`config.mk`:
```
export PLATFORM = sky130hd
export DESIGN_NAME = rf_wtr_top
export DESIGN_NICKNAME = d
export VERILOG_FILES = /design/src/rtl/rf_pkg.sv /design/src/rtl/rf_store.sv /design/src/rtl/rf_rdport.sv /design/src/rtl/rf_wtr_top.sv
export SDC_FILE = /design/constraint.sdc
export NUM_CORES = 2
export LEC_CHECK = 0
export ABC_AREA = 1
export CAP_MARGIN = 15
export CORE_MARGIN = 3
export CORE_UTILIZATION = 30
export CTS_BUF_LIST = sky130_fd_sc_hd__clkbuf_4 sky130_fd_sc_hd__clkbuf_8
export DETAILED_ROUTE_END_ITERATION = 10
export SYNTH_ARGS = -nofsm -noshare
export SYNTH_HDL_FRONTEND = slang
export SYNTH_SLANG_ARGS = --single-unit
```
`constraint.sdc`:
```
create_clock -name clk -period 1.5 [get_ports clk]
set_input_delay 0.225 -clock clk [delete_from_list [all_inputs] [get_ports clk]]
set_output_delay 0.225 -clock clk [all_outputs]
set_load 0.005 [all_outputs]
```
`src/rtl/rf_pkg.sv`:
```
package rf_pkg;
  localparam int unsigned RF_NREGS   = 32;
  localparam int unsigned RF_DW      = 32;
  localparam int unsigned RF_NRDPORT = 2;
endpackage

```
`src/rtl/rf_store.sv`:
```
module rf_store #(
  parameter int unsigned NREGS = rf_pkg::RF_NREGS,
  parameter int unsigned DW    = rf_pkg::RF_DW,
  localparam int unsigned AW   = $clog2(NREGS)
) (
  input  logic                       clk,
  input  logic                       rst,
  input  logic                       we,
  input  logic [AW-1:0]              waddr,
  input  logic [DW-1:0]              wdata,
  output logic [NREGS-1:0][DW-1:0]   regs_q
);
  for (genvar i = 0; i < NREGS; i++) begin : g_reg
    if (i == 0) begin : g_zero
      assign regs_q[i] = '0;
    end else begin : g_word
      always_ff @(posedge clk) begin
        if (rst)
          regs_q[i] <= '0;
        else if (we && (waddr == AW'(i)))
          regs_q[i] <= wdata;
      end
    end
  end

  // an enabled write to a non-zero register lands on the edge
  a_r2_write_lands: assert property (@(posedge clk) disable iff (rst)
    (we && waddr != '0 && 32'(waddr) < NREGS) |=> regs_q[$past(waddr)] == $past(wdata));

  // a disabled write leaves the array unchanged
  a_r3_hold: assert property (@(posedge clk) disable iff (rst)
    (!we && !$past(rst)) |=> $stable(regs_q));

  // register 0 never holds anything but zero
  a_r4_zero_reg: assert property (@(posedge clk) disable iff (rst)
    regs_q[0] == '0);
endmodule

```
`src/rtl/rf_rdport.sv`:
```
module rf_rdport #(
  parameter int unsigned NREGS = rf_pkg::RF_NREGS,
  parameter int unsigned DW    = rf_pkg::RF_DW,
  localparam int unsigned AW   = $clog2(NREGS)
) (
  input  logic                     clk,
  input  logic                     rst,
  input  logic [NREGS-1:0][DW-1:0] regs,
  input  logic                     byp_en,
  input  logic [AW-1:0]            waddr,
  input  logic [DW-1:0]            wdata,
  input  logic [AW-1:0]            raddr,
  output logic [DW-1:0]            rdata
);
  logic          hit;
  logic [DW-1:0] stored;

  always_comb begin
    if (raddr == '0 || 32'(raddr) >= NREGS)
      stored = '0;
    else
      stored = regs[raddr];
  end

  assign hit   = byp_en && (raddr == waddr) && (raddr != '0);
  assign rdata = hit ? wdata : stored;

  // with the write port idle or blocked, the stored word is returned
  a_r7_no_bypass_idle: assert property (@(posedge clk) disable iff (rst)
    (!byp_en && raddr != '0 && 32'(raddr) < NREGS) |-> rdata == regs[raddr]);

  // address 0 is never fed from the write port
  a_r8_zero_read: assert property (@(posedge clk) disable iff (rst)
    (raddr == '0) |-> rdata == '0);
endmodule

```
`src/rtl/rf_wtr_top.sv`:
```
module rf_wtr_top #(
  parameter int unsigned NREGS = rf_pkg::RF_NREGS,
  parameter int unsigned DW    = rf_pkg::RF_DW,
  localparam int unsigned AW   = $clog2(NREGS),
  localparam int unsigned NRD  = rf_pkg::RF_NRDPORT
) (
  input  logic          clk,
  input  logic          rst,
  input  logic          wr_en,
  input  logic [AW-1:0] wr_addr,
  input  logic [DW-1:0] wr_data,
  input  logic [AW-1:0] rs_addr,
  output logic [DW-1:0] rs_data,
  input  logic [AW-1:0] rt_addr,
  output logic [DW-1:0] rt_data
);
  logic [NREGS-1:0][DW-1:0] regs;
  logic [NRD-1:0][AW-1:0]   rd_addr;
  logic [NRD-1:0][DW-1:0]   rd_data;
  logic                     wr_live;

  assign wr_live    = wr_en && !rst;
  assign rd_addr[0] = rs_addr;
  assign rd_addr[1] = rt_addr;
  assign rs_data    = rd_data[0];
  assign rt_data    = rd_data[1];

  rf_store #(.NREGS(NREGS), .DW(DW)) u_store (
    .clk    (clk),
    .rst    (rst),
    .we     (wr_en),
    .waddr  (wr_addr),
    .wdata  (wr_data),
    .regs_q (regs)
  );

  for (genvar p = 0; p < NRD; p++) begin : g_rd
    rf_rdport #(.NREGS(NREGS), .DW(DW)) u_port (
      .clk    (clk),
      .rst    (rst),
      .regs   (regs),
      .byp_en (wr_live),
      .waddr  (wr_addr),
      .wdata  (wr_data),
      .raddr  (rd_addr[p]),
      .rdata  (rd_data[p])
    );
  end

  // first port sees the word being written
  a_r5_rs_bypass: assert property (@(posedge clk) disable iff (rst)
    (wr_en && rs_addr == wr_addr && rs_addr != '0) |-> rs_data == wr_data);

  // second port sees the word being written
  a_r6_rt_bypass: assert property (@(posedge clk) disable iff (rst)
    (wr_en && rt_addr == wr_addr && rt_addr != '0) |-> rt_data == wr_data);

  // a read of another register is untouched by the write in flight
  a_r9_other_reg: assert property (@(posedge clk) disable iff (rst)
    (rs_addr != wr_addr && rs_addr != '0) |-> rs_data == regs[rs_addr]);
endmodule

```
==> metrics.txt <==
status finished with violations; failing checks setup timing; CTS Buffer Depth 3; commonest cells after routing, fill and taps aside nand2_1, nand3_1, buf_4; routability cong. 0.944; # DRC 0; Switching Fraction a little under a third; Initial Util between 30% and 40%; post-synthesis average cell area approximately 6 µm²; yosys warns 0; Logic pwr share 19.6%; 1st-iter DRT viols 7368; Cell Count Post-Placement 12200; initial antenna violation count 10; crit share post-route 162%; Die X-Extent 436 µm; FF+latch count, synth 992; worst reg-to-reg path cell count 3; TritonCTS buffer count 179; remaining antenna violation count 0; biggest regs u_store.regs_q (992); PD cells between 800 and 900 nW/µm²; Peak VDD IR 0.721 mV; Sw Pwr 21.2 mW; Max Clock Skew 0 ps; DIE HEIGHT 436 µm; routed vias 68300; Yosys cell types 19; post-DR wirelength/cell 21.6 µm; hold depth 4; clock share of power 41.6%; CTS root buf clkbuf_8; syn nets 9206; crit path launch type register; WL final 273000 µm; row count 157; Reg-to-Reg Start u_store.regs_q[41]; setup TNS -52280 ps; min cycle time layout 2440 ps; GR Util All Layers 27.3%; CP Buf/Inv Count 3; CP top delay family simple AND/OR/NAND/NOR gates; normalized max-slew margin 22.3%; P_int 47.8 mW; worst hold start wr_data[2]; CTS tree built; fmax 411 MHz; max reg flops 992; Max Slew Vio Count 0; post-synthesis sequential area ratio about 36%; dpl hpwl 177000 µm; RSZ-0062 raised after global routing true; kind of critical path register to primary output; synthesized area 55500 µm²; Slew @ Worst Pin 1170 ps; Crit Path Max Fanout 3; H-tree level count 4; crit path from u_store.regs_q[740]; Synth Instances roughly 9200; fin cells 12700; number of global-route vias before repair 63700; Top reg by flops u_store.regs_q; Layout area overhead 45.8%; CP max stage delay approximately 300 ps; CTS Sinks around 990; first-pass GRT wire length ~400000 µm; stages on the worst setup path 10; I/O pins roughly 110; setup ws final -936 ps; share of layout cells above drive strength 1 between 30% and 40%; Clock transition at path regs 60 ps; Hold Path Class input pin to register; First-pass DRT Iterations 9; Critical Path End Type primary output; DIE AREA 190000 µm²; GRT overflow 0; via/cell ratio 5.39; Max-Cap Viols 0; number of port buffers 113; Hold WS 92.4 ps; Arr. time, crit path 2210 ps; worst path required time 1270 ps; Nets 10100; largest net degree at the start of global routing ~220; filler cell count 18200; slowest stage cell, crit path dfxtp_1; critical path, cell by cell inv_1 > nand2_1 > nand3_1 > nand3_2 > nand3_1 > nand3_2 > buf_6 > nand3_2 > nand2_1 > buf_2; P_leak 35.4 nW; core box area 183000 µm²; final hold viol count 0; cell mode on critical path nand3_2; most common cell after layout, fill and taps aside nand2_1; worst-skew pair later-pin latency 950 ps; final setup vio count 64; Sequential Power Share 38.9%
## per-layer routing
metal  wire length (µm)  global-route usage, %  vias to the layer above
met1             104000                   33.0                    31700
met4              26300                   22.8                        4
met2             118000                   42.1                     3800
li1                   -                      -                    31700
met3              24600                   5.13                     1061
met5                 31                      0                        -
## worst reg2reg max path: stages (launching register included)
cell and delay [ps]:
dfxtp_2 340, nand2_1 50, a21oi_1 130, dlygate4sd3_1 590
## layout make-up
| cell class | count | area, µm² | area share, % |
|---|---|---|---|
| inverter | 862 | 3290 | 4.06 |
| multi-input combinational | 6452 | 34100 | 42.2 |
| tap | 2464 | 3080 | 3.81 |
| timing repair buffer | 1570 | 16100 | 19.9 |
| clock buffer | 287 | 3600 | 4.45 |
| sequential | 992 | 20300 | 25.1 |
| clock inverter | 33 | 364 | 0.450 |
| antenna | 5 | 12.5 | 0.0155 |
## synthesized netlist by cell type (all sizes together)
cell type	count	area (µm²)
xnor2	4	35.0
nor2	217	845
nand3b	1	7.51
inv	862	3240
a21oi	962	4810
buf	252	1170
o21ai	867	4340
nand2	2469	9270
nand4	3	18.8
nor3	1	10.0
dfxtp	992	19900
clkbuf	598	2240
nand3	1928	9650
## final timing paths
path	to	slack, ps
hold / removal	u_store.regs_q[194]	90
hold reg to reg	u_store.regs_q[470]	460
setup / recovery	rt_data[4]	-940
setup reg to reg	u_store.regs_q[41]	320
## power groups by stage
stage	Clock, mW	Combinational (mW)	Sequential, mW
floorplan	0	5.96	27.3
global placement	0	11.8	27.3
detailed placement	0	11.9	27.4
CTS	29.0	12.6	26.8
global route	30.1	14.3	26.8
finish	28.7	13.5	26.8
## logic make-up (layout without fill, tap and decap cells)
family                 Yosys count  after routing  share of synthesized area [%]
AO/OA/AOI/OAI                 1829           1829                           16.5
other                            0              5                              0
AND/OR/NAND/NOR               4619           4619                           35.7
flip-flops                     992            992                           35.8
XOR/XNOR                         4              4                         0.0631
buffers and inverters         1712           2752                           12.0
## stage by stage
step                total power [mW]  instance area, µm²  utilization, %  setup WS, ps
global placement                39.2               70500            38.4         -1530
global route                    71.3               80900            44.1         -1020
CTS                             68.5               78300            42.7         -1010
detailed placement              39.3               70500            38.4         -1530
floorplan                       33.3               55700               -         -8.39
finish                          69.0               80900            44.1          -936
## what timing repair did
item	4_1_cts	5_1_grt
endpoints found under the setup margin	64	88
pin swaps	561	418
hold buffers	7	0
gates resized for setup	1542	779
hold endpoints to repair	49	0
setup buffers	66	37
Note: power is estimated with default switching activity, not from simulation.
